## config.mk

```make
export PLATFORM = sky130hd
export DESIGN_NAME = periph_clkgate
export DESIGN_NICKNAME = d
export VERILOG_FILES = /design/src/rtl/pcg_pkg.sv /design/src/rtl/pcg_disable_bank.sv /design/src/rtl/pcg_bus_filter.sv /design/src/rtl/periph_clkgate.sv
export SDC_FILE = /design/constraint.sdc
export NUM_CORES = 1
export LEC_CHECK = 0
export BUFFER_PORTS_ARGS = -buffer_cell sky130_fd_sc_hd__clkbuf_2
export CAP_MARGIN = 20
export CORE_AREA = 2 2 90 92
export DETAILED_ROUTE_END_ITERATION = 6
export DIE_AREA = 0 0 92 94
export GPL_TIMING_DRIVEN = 0
export PLACE_DENSITY = 0.67
export SLEW_MARGIN = 40
export SYNTH_ARGS = -nofsm -noshare
export SYNTH_HDL_FRONTEND = slang
export SYNTH_HIERARCHICAL = 1
export SYNTH_SLANG_ARGS = --single-unit
```

## constraint.sdc

```tcl
create_clock -name clk -period 2.6 [get_ports clk]
set_input_delay 0.52 -clock clk [delete_from_list [all_inputs] [get_ports clk]]
set_output_delay 0.52 -clock clk [all_outputs]
set_load 0.01 [all_outputs]
```

## src/rtl/pcg_pkg.sv

```systemverilog
package pcg_pkg;
  // index width with a floor of one bit
  function automatic int idx_width(input int n);
    return (n > 1) ? $clog2(n) : 1;
  endfunction
endpackage

```

## src/rtl/pcg_disable_bank.sv

```systemverilog
module pcg_disable_bank #(
  parameter int                 N_MOD   = 8,
  parameter logic [N_MOD-1:0]   PRESENT = '1
) (
  input  logic             clk,
  input  logic             rst,
  input  logic             icyc_stb,
  input  logic             cfg_we,
  input  logic [N_MOD-1:0] cfg_wdata,
  output logic [N_MOD-1:0] dis_q,
  output logic [N_MOD-1:0] en_q
);

  for (genvar g = 0; g < N_MOD; g++) begin : g_bit
    logic dis_b, en_b;

    always_ff @(posedge clk) begin
      if (rst)         dis_b <= !PRESENT[g];
      else if (cfg_we) dis_b <= PRESENT[g] ? cfg_wdata[g] : 1'b1;
    end

    // the enable samples the disable bit held before this edge
    always_ff @(posedge clk) begin
      if (rst)           en_b <= PRESENT[g];
      else if (icyc_stb) en_b <= PRESENT[g] & ~dis_b;
    end

    assign dis_q[g] = dis_b;
    assign en_q[g]  = en_b;
  end

  a_r2_absent_bits_set: assert property (@(posedge clk) disable iff (rst)
    ((dis_q & ~PRESENT) == ~PRESENT) && ((en_q & ~PRESENT) == '0));

  a_r4_change_on_strobe: assert property (@(posedge clk) disable iff (rst)
    !$stable(en_q) |-> $past(icyc_stb));

  a_r5_enable_tracks: assert property (@(posedge clk) disable iff (rst)
    $past(icyc_stb) |-> (en_q == (PRESENT & ~$past(dis_q))));

endmodule

```

## src/rtl/pcg_bus_filter.sv

```systemverilog
module pcg_bus_filter
  import pcg_pkg::*;
#(
  parameter int N_MOD  = 8,
  parameter int ADDR_W = 8,
  parameter int DATA_W = 16,
  localparam int IDX_W = idx_width(N_MOD),
  localparam int OFF_W = ADDR_W - IDX_W
) (
  input  logic                    clk,
  input  logic                    rst,
  input  logic [N_MOD-1:0]        en,
  input  logic                    bus_valid,
  input  logic                    bus_we,
  input  logic [ADDR_W-1:0]       bus_addr,
  input  logic [DATA_W-1:0]       bus_wdata,
  output logic [DATA_W-1:0]       bus_rdata,
  output logic                    bus_rvalid,
  output logic [N_MOD-1:0]        mod_req,
  output logic                    mod_we,
  output logic [OFF_W-1:0]        mod_off,
  output logic [DATA_W-1:0]       mod_wdata,
  input  logic [N_MOD*DATA_W-1:0] mod_rdata
);

  logic [IDX_W-1:0]  idx;
  logic [N_MOD-1:0]  dec;
  logic [DATA_W-1:0] masked [N_MOD];
  logic [DATA_W-1:0] rsel;

  assign idx       = bus_addr[ADDR_W-1 -: IDX_W];
  assign mod_we    = bus_we;
  assign mod_off   = bus_addr[OFF_W-1:0];
  assign mod_wdata = bus_wdata;

  for (genvar g = 0; g < N_MOD; g++) begin : g_mod
    assign dec[g]     = (idx == IDX_W'(g));
    assign mod_req[g] = bus_valid & dec[g] & en[g];
    assign masked[g]  = mod_rdata[g*DATA_W +: DATA_W] & {DATA_W{dec[g] & en[g]}};
  end

  always_comb begin
    rsel = '0;
    for (int i = 0; i < N_MOD; i++) rsel = rsel | masked[i];
  end

  always_ff @(posedge clk) begin
    if (rst) begin
      bus_rvalid <= 1'b0;
      bus_rdata  <= '0;
    end else begin
      bus_rvalid <= bus_valid & ~bus_we;
      if (bus_valid & ~bus_we)
        bus_rdata <= (|(dec & en)) ? rsel : '1;
    end
  end

  a_r6_single_target: assert property (@(posedge clk) disable iff (rst)
    $onehot0(mod_req));

  a_r8_invalid_read: assert property (@(posedge clk) disable iff (rst)
    (bus_valid && !bus_we && ((dec & en) == '0)) |=> (bus_rvalid && bus_rdata == '1));

endmodule

```

## src/rtl/periph_clkgate.sv

```systemverilog
module periph_clkgate
  import pcg_pkg::*;
#(
  parameter int               N_MOD   = 8,
  parameter int               ADDR_W  = 8,
  parameter int               DATA_W  = 16,
  parameter logic [N_MOD-1:0] PRESENT = 8'b1011_1111,
  localparam int IDX_W = idx_width(N_MOD),
  localparam int OFF_W = ADDR_W - IDX_W
) (
  input  logic                    clk,
  input  logic                    rst,
  input  logic                    icyc_stb,
  input  logic                    cfg_we,
  input  logic [N_MOD-1:0]        cfg_wdata,
  output logic [N_MOD-1:0]        cfg_rdata,
  output logic [N_MOD-1:0]        mod_clk_en,
  input  logic                    bus_valid,
  input  logic                    bus_we,
  input  logic [ADDR_W-1:0]       bus_addr,
  input  logic [DATA_W-1:0]       bus_wdata,
  output logic [DATA_W-1:0]       bus_rdata,
  output logic                    bus_rvalid,
  output logic [N_MOD-1:0]        mod_req,
  output logic                    mod_we,
  output logic [OFF_W-1:0]        mod_off,
  output logic [DATA_W-1:0]       mod_wdata,
  input  logic [N_MOD*DATA_W-1:0] mod_rdata
);

  logic [N_MOD-1:0] en;

  pcg_disable_bank #(.N_MOD(N_MOD), .PRESENT(PRESENT)) u_bank (
    .clk(clk), .rst(rst), .icyc_stb(icyc_stb),
    .cfg_we(cfg_we), .cfg_wdata(cfg_wdata),
    .dis_q(cfg_rdata), .en_q(en)
  );

  pcg_bus_filter #(.N_MOD(N_MOD), .ADDR_W(ADDR_W), .DATA_W(DATA_W)) u_filter (
    .clk(clk), .rst(rst), .en(en),
    .bus_valid(bus_valid), .bus_we(bus_we), .bus_addr(bus_addr),
    .bus_wdata(bus_wdata), .bus_rdata(bus_rdata), .bus_rvalid(bus_rvalid),
    .mod_req(mod_req), .mod_we(mod_we), .mod_off(mod_off),
    .mod_wdata(mod_wdata), .mod_rdata(mod_rdata)
  );

  assign mod_clk_en = en;

endmodule

```

-- Word level (Yosys, flattened, before mapping)
Cells that the tools add are included.
- flip-flop bits (word level): 31
- output and inout port bits: 63
- logic and storage cells: 70
- equal/unequal tests: 7
- multiplexer cells: 1
- bitwise logic cells: 44
- reduce and logical (&&, ||, !) cells: 2
- operator list (operator ; count):
    $and 16x16->16 ; 7
    $or 16x16->16 ; 6
    $and 1x1->1 ; 22
    $mux 16 ; 1
    $eq 3x3->1 const B ; 4
    $and 8x8->8 ; 1
    $not 1->1 ; 8
    $reduce_or 8->1 ; 1
    $eq 3x2->1 const B ; 2
    $eq 3x1->1 const B ; 1
    $logic_not 3->1 ; 1

-- Logic depth before layout (Yosys ltp)
Gate-level depths: netlist of run 1.
- word-level depth: 10
- mapped depth: 7
- gate-level depth less buffers: 4

-- Cells and area by module
Netlist of run 1, hierarchy kept.
- by module, submodules not included (module ; instances ; cells each ; area an instance (um^2)):
    pcg_bus_filter ; 1 ; 183 ; 1674.1
    pcg_disable_bank ; 1 ; 70 ; 648.1

-- Worst setup path before layout of run 1
Ideal clock, no wire load.
- path kind: input to output
- start: in bus_addr[7]
- end: out mod_req[3]
- arrival time: 1616 ps
- slack: 464 ps
- stages: 5
- buffers on the path: 3
- path through: buf_2 -> and4b_1 -> clkbuf_1 -> clkbuf_1 -> and2_1
- word-level cells in the longest chain between the ends: 3
- RTL lines (what ; line ; source):
    start, declared ; periph_clkgate.sv:20 ; input logic [ADDR_W-1:0] bus_addr,
    $eq 3x2->1 ; pcg_bus_filter.sv:37 ; assign dec[g] = (idx == IDX_W'(g));
    $and 1x1->1 (2 in a row) ; pcg_bus_filter.sv:38 ; assign mod_req[g] = bus_valid & dec[g] & en[g];
    end, declared ; periph_clkgate.sv:24 ; output logic [N_MOD-1:0] mod_req,
No other way between the ends.

-- Worst setup path in the final report of run 1
- start: in bus_addr[6]
- end: out mod_req[3]
Same word-level chain as after synthesis.

==> results of run 1 <==
==> cells by family (layout without fill, tap and decap cells) <==
family	after synthesis	count (layout)	synth area share (%)
AOI/OAI and AO/OA	89	89	36.3
muxes	10	10	4.53
other	2	3	0.323
and+or+nand+nor	58	58	14.2
DFF	31	31	26.7
buffers and inverters	63	272	17.9
==> stage by stage <==
stage / total power, mW / utilization [%] / TNS, ns
after global placement: 0.965 / 45.5 / -0.528
after CTS: 1.40 / 47.0 / 0
after global routing: 1.45 / 47.0 / 0
final: 1.39 / 47.0 / 0
after detailed placement: 0.973 / 45.5 / -0.741
after floorplan: 0.765 / - / 0
==> power groups by stage <==
stage	Clock, mW	Combinational, mW	Sequential (mW)
global route	0.445	0.484	0.524
global placement	0	0.434	0.530
floorplan	0	0.227	0.538
CTS	0.433	0.445	0.521
finish	0.420	0.445	0.521
detailed placement	0	0.441	0.531
==> registers in the layout, indices dropped and copies added, names as in the netlist <==
signal               count
u_filter/bus_rdata      16
u_bank/g_bit.dis_b       7
u_bank/g_bit.en_b        7
u_filter/bus_rvalid      1
==> area by class of cell <==
| type | instances | area [µm²] | share of cell area, % |
|---|---|---|---|
| multi-input cells | 159 | 1290 | 36.2 |
| flip-flops and latches | 31 | 621 | 17.3 |
| plain buffers | 61 | 415 | 11.6 |
| diodes | 1 | 2.50 | 0.0699 |
| well taps | 102 | 128 | 3.57 |
| repair buffers | 203 | 1020 | 28.5 |
| clock buffers | 8 | 100 | 2.80 |
==> cells in the final DEF, fill, tap and decap left out, drive strengths merged <==
master,instances
a21o,7
nand2,8
or2,7
and2,8
diode,1
dfxtp,31
a221oi,32
mux2i,9
nor2b,2
nor3b,2
o31a,1
buf,53
clkbuf,219
a311oi,16
and4b,3
and4,1
mux2,1
conb,2
nor4bb,2
a22o,32
a311o,1
nor4b,1
nor3,1
nor2,23
==> cells in the mapped netlist <==
master,n
a21o_1,7
a221oi_1,32
a22o_1,32
a311o_1,1
a311oi_1,6
a311oi_2,10
and2_1,8
and4_1,1
and4b_1,3
buf_1,1
buf_2,11
buf_4,38
buf_6,3
clkbuf_1,10
conb_1,2
dfxtp_1,31
mux2_4,1
mux2i_1,9
nand2_1,8
nor2_1,23
nor2b_1,2
nor3_2,1
nor3b_1,2
nor4b_4,1
nor4bb_1,2
o31a_4,1
or2_1,3
or2_2,4
==> worst paths after layout <==
path / slack [ns] / depth (start not counted) / start / endpoint
worst max-delay path: 0.09 / 6 / bus_addr[6] / mod_req[3]
worst min-delay path: 0.48 / 3 / cfg_wdata[2] / u_bank/g_bit[2].dis_b
worst max register to register: 0.66 / 7 / u_bank/g_bit[1].en_b / u_filter/bus_rdata[4]
worst min register to register: 0.51 / 2 / u_bank/g_bit[3].dis_b / u_bank/g_bit[3].en_b
==> layer usage <==
| metal | vias up | share of wire, % | track usage [%] |
|---|---|---|---|
| li1 | 1365 | - | - |
| met1 | 1290 | 37 | 24.2 |
| met2 | 151 | 52 | 39.8 |
| met3 | 8 | 10 | 6.66 |
| met4 | 0 | 0.78 | 3.98 |
| met5 | - | 0 | 0 |
==> worst max-delay path, stage by stage <==
cell and delay, ns:
clkbuf_2 0.08, buf_2 0.23, and4b_1 0.49, clkbuf_2 0.36, and2_1 0.18, clkbuf_2 0.13
==> repair_timing <==
item / CTS / global route
pin swaps: 1 / 0
gates resized for setup: 5 / 2
setup endpoints to repair: 5 / 2
buffers inserted: 1 / 0
==> impl_metrics.csv, run 1 <==
group,metric,value,unit
clock_network,cts_tree,"built",
critical_path,crit_path_start_kind,"input port",
global_routing,grt_pass1_wl,14200,µm
critical_path,cp.arrival,1.99,ns
power,switching_power,0.404,mW
final_layout,syn2layout_area_growth,54.1,%
yosys,synth_warnings,6,
critical_path,worst-setup-path-type,"in2out",
floorplan,initial_core_util,30.5,%
yosys,synth_top_area_cell,"dfxtp_1",
global_routing,grt_pass1_vias,2720,
critical_path,worstSetupEndpointType,"output port",
power,vdd_drop_max,0.253,mV
timing,finalClockSkew,0.00602,ns
final_layout,fin_cells,565,
clock_network,holdBufCountCts,0,
timing,hold_viol,0,
yosys,synth_top_area_share,26.7,%
floorplan,dieArea,0.00865,mm²
placement,routabilityCongestion,0.830,
power,p_per_area,387,mW/mm²
detailed_routing,firstDrtPassIters,4,
clock_network,cts_buffers,5,
status,status,"complete, no violations",
placement,place_area,0.00346,mm²
floorplan,std_cell_rows,32,
placement,dpl.hpwl,7790,µm
global_routing,overflow,0,
yosys,syn_nets,419,
timing,maxSlewHeadroom,50.3,%
power,intPower,0.982,mW
critical_path,worst-path-max-fanout,10,
timing,worst_slack,0.0850,ns
clock_network,clk_pin_slew,0.06,ns
timing,setup_viol,0,
yosys,ys_seq_area_share,26.7,%
timing,worst_pin_slew,0.745,ns
power,p_clk_share,30.3,%
power,swShare,29.2,%
detailed_routing,drc,0,
detailed_routing,drt_iter0_drc,96,
global_routing,grtUsageTotal,21.4,%
job,drv_cap,0,
timing,fmax,0.398,GHz
detailed_routing,routed_wirelength,9760,µm
timing,post-route-period-util,96.7,%
yosys,netlist_top_cells_area,"dfxtp_1 (27%), buf_4 (12%), a221oi_1 (12%), a22o_1 (12%), a311oi_2 (6.5%)",
power,p_leak,1.83,nW
floorplan,io_pins,229,
placement,port_buffers,202,
clock_network,htreeDepth,2,
clock_network,worstSkewPairLatency,0.28,ns
timing,rsz0062_at_grt,"false",
clock_network,cts_buffer_depth,2,
timing,holdWs,0.478,ns
floorplan,fp.dieH,94,µm
yosys,synth_area_per_cell,9.18,µm²
yosys,synth_seq_cells,31,
final_layout,num-nets-final,627,
yosys,syn_inst,253,
power,seq_power_share,37.6,%
detailed_routing,via_per_inst,4.98,
final_layout,fill_cells,805,
timing,slew_violations,0,
global_routing,antenna_found_initial,1,
placement,place_ws,-0.268,ns
detailed_routing,postRouteAntennaNets,0,
yosys,synthDistinctLibCells,28,
placement,dp_cells,557,
detailed_routing,wl_per_cell,17.3,µm
final_layout,drive_gt1_share,61.7,%
floorplan,die_x,92,µm
clock_network,clock-sinks,31,
critical_path,crit_required,2.08,ns
min_path,hold_class,"in2reg",
global_routing,grt_max_degree,11,
floorplan,coreArea,0.00761,mm²
clock_network,cts_root_buf,"clkbuf_8",
final_layout,fin_area,0.00358,mm²
detailed_routing,vias,2814,
timing,fin_crit,2.51,ns
power,combinationalPowerShare,32.1,%
yosys,synth_area,0.00232,mm²
No activity file was read; power rests on OpenSTA's default activity.
==> run 2: changes to the inputs <==
Settings changed: CELL_PAD_IN_SITES_DETAIL_PLACEMENT set to 0, CELL_PAD_IN_SITES_GLOBAL_PLACEMENT set to 1, CORE_AREA 2 2 90 92 to not set, CORE_MARGIN set to 2, CORE_UTILIZATION set to 24, DIE_AREA 0 0 92 94 to not set, PLACE_DENSITY 0.67 to 0.9.
==> impl_metrics.csv, run 2 (synthesis results as in run 1) <==
group,metric,value,unit
status,status,"complete, no violations",
timing,maxSlewHeadroom,47.6,%
floorplan,fp.dieH,102,µm
timing,post-route-period-util,96.5,%
final_layout,mostFrequentLayoutCell,"clkbuf_2",
critical_path,crit_required,2.08,ns
power,vdd_drop_max,0.181,mV
critical_path,reg2regPathDepth,7,
clock_network,cts_buffer_depth,2,
detailed_routing,wl_per_cell,17.9,µm
final_layout,num-nets-final,627,
detailed_routing,drc,0,
clock_network,cts_buffers,5,
detailed_routing,routed_wirelength,10600,µm
detailed_routing,drt_iter0_drc,105,
floorplan,std_cell_rows,35,
final_layout,reg.largest.list,"u_filter/bus_rdata: 16 flops, u_bank/g_bit.dis_b: 7 flops, u_bank/g_bit.en_b: 7 flops",
placement,port_buffers,202,
clock_network,holdBufCountCts,0,
detailed_routing,vias,2905,
critical_path,worstSetupEndpointType,"output port",
timing,setup_viol,0,
final_layout,syn2layout_area_growth,56.3,%
critical_path,worst-path-max-fanout,10,
clock_network,cts_tree,"built",
floorplan,die_x,102,µm
clock_network,clk_pin_slew,0.07,ns
global_routing,overflow,0,
final_layout,mostFrequentLayoutCells,"clkbuf_2 (206), buf_4 (39), a22o_1 (32), a221oi_1 (32), dfxtp_1 (31)",
final_layout,n_antenna_cell,0,
critical_path,r2r-start,"u_bank/g_bit[1].en_b",
floorplan,initial_core_util,24.9,%
global_routing,grtUsageTotal,18.8,%
global_routing,grt_pass1_vias,2684,
placement,routabilityCongestion,0.779,
final_layout,utilization,38.9,%
critical_path,crit_path_start_kind,"input port",
timing,fmax,0.399,GHz
global_routing,grt_pass1_wl,14600,µm
timing,fin_crit,2.51,ns
clock_network,cts_root_buf,"clkbuf_8",
floorplan,dieArea,0.0105,mm²
global_routing,grt_max_degree,11,
clock_network,htreeDepth,2,
critical_path,r2r_setup_slack,0.54,ns
critical_path,reg2reg_to,"u_filter/bus_rdata[14]",
timing,finalClockSkew,0.00833,ns
final_layout,top_register,"u_filter/bus_rdata",
power,p_leak,1.84,nW
timing,worst_pin_slew,0.787,ns
clock_network,worstSkewPairLatency,0.28,ns
timing,tns,0,ns
min_path,holdPathEnd,"u_bank/g_bit[7].dis_b",
final_layout,fin_cells,591,
placement,dp_cells,584,
detailed_routing,postRouteAntennaNets,0,
power,p_per_area,409,mW/mm²
final_layout,largest_reg_flops,16,
timing,holdWs,0.474,ns
timing,hold_viol,0,
global_routing,antenna_found_initial,0,
critical_path,cp.arrival,1.99,ns
critical_path,worst-setup-path-type,"in2out",
min_path,hold_depth,3,
min_path,hold_path_startpoint,"cfg_wdata[7]",
timing,rsz0062_at_grt,"false",
min_path,hold_class,"in2reg",
final_layout,drive_gt1_share,62.1,%
clock_network,clock-sinks,31,
timing,slew_violations,0,
floorplan,coreArea,0.00933,mm²
detailed_routing,firstDrtPassIters,5,
detailed_routing,via_per_inst,4.92,
job,drv_cap,0,
floorplan,io_pins,229,
placement,dpl.hpwl,8390,µm
[run 2: stage by stage]
stage / cell area [µm²] / setup WS (ns) / power (mW)
after global routing: 3630 / 0.00860 / 1.56
after global placement: 3490 / -0.264 / 0.972
after detailed placement: 3490 / -0.257 / 0.981
after CTS: 3620 / 0.00298 / 1.50
after floorplan: 2320 / 0.464 / 0.765
final: 3630 / 0.0911 / 1.48
[run 2: per-layer routing]
layer / GRT usage [%] / part of all wire (%) / wire (µm)
met1: 23.5 / 40 / 4210
met4: 4.51 / 1.4 / 144
met3: 5.06 / 9.7 / 1030
met2: 32.0 / 49 / 5210
met5: 0 / 0 / 0
[run 2: timing repair]
item	CTS	global route
endpoints found under the setup margin	5	3
setup buffers	1	0
gates resized for setup	5	3
pin swaps	1	0
hold endpoints to repair	0	0
[run 2: layout make-up]
| cell class | count | area (µm²) |
|---|---|---|
| Buffer | 61 | 415 |
| Clock buffer | 6 | 82.6 |
| Clock inverter | 2 | 35.0 |
| Fill cell | 996 | 5700 |
| Multi-Input combinational cell | 159 | 1290 |
| Sequential cell | 31 | 621 |
| Tap cell | 129 | 161 |
| Timing Repair Buffer | 203 | 1020 |
[run 2: power by group]
part	leakage [nW]	total (mW)	internal, mW	switching, mW
clock network	0.0612	0.509	0.310	0.199
logic	1.52	0.454	0.236	0.218
registers	0.255	0.521	0.504	0.0167
[run 2: worst max-delay path by stage]
stage | cells past startpoint | slack (ns) | from | endpoint
finish | 7 | 0.09 | bus_addr[7] | mod_req[4]
floorplan | 5 | 0.46 | bus_addr[7] | mod_req[3]
CTS | 6 | 0.003 | bus_addr[6] | mod_req[7]
detailed placement | 7 | -0.26 | bus_addr[6] | mod_req[3]
global route | 7 | 0.009 | bus_addr[7] | mod_req[4]
global placement | 6 | -0.26 | bus_addr[6] | mod_req[0]
[run 2: worst max-delay path, stage by stage]
cell	delay (ns)
clkbuf_2	0.09
buf_2	0.21
nand2_1	0.12
nor3_4	0.38
clkbuf_2	0.36
and2_1	0.17
clkbuf_2	0.13
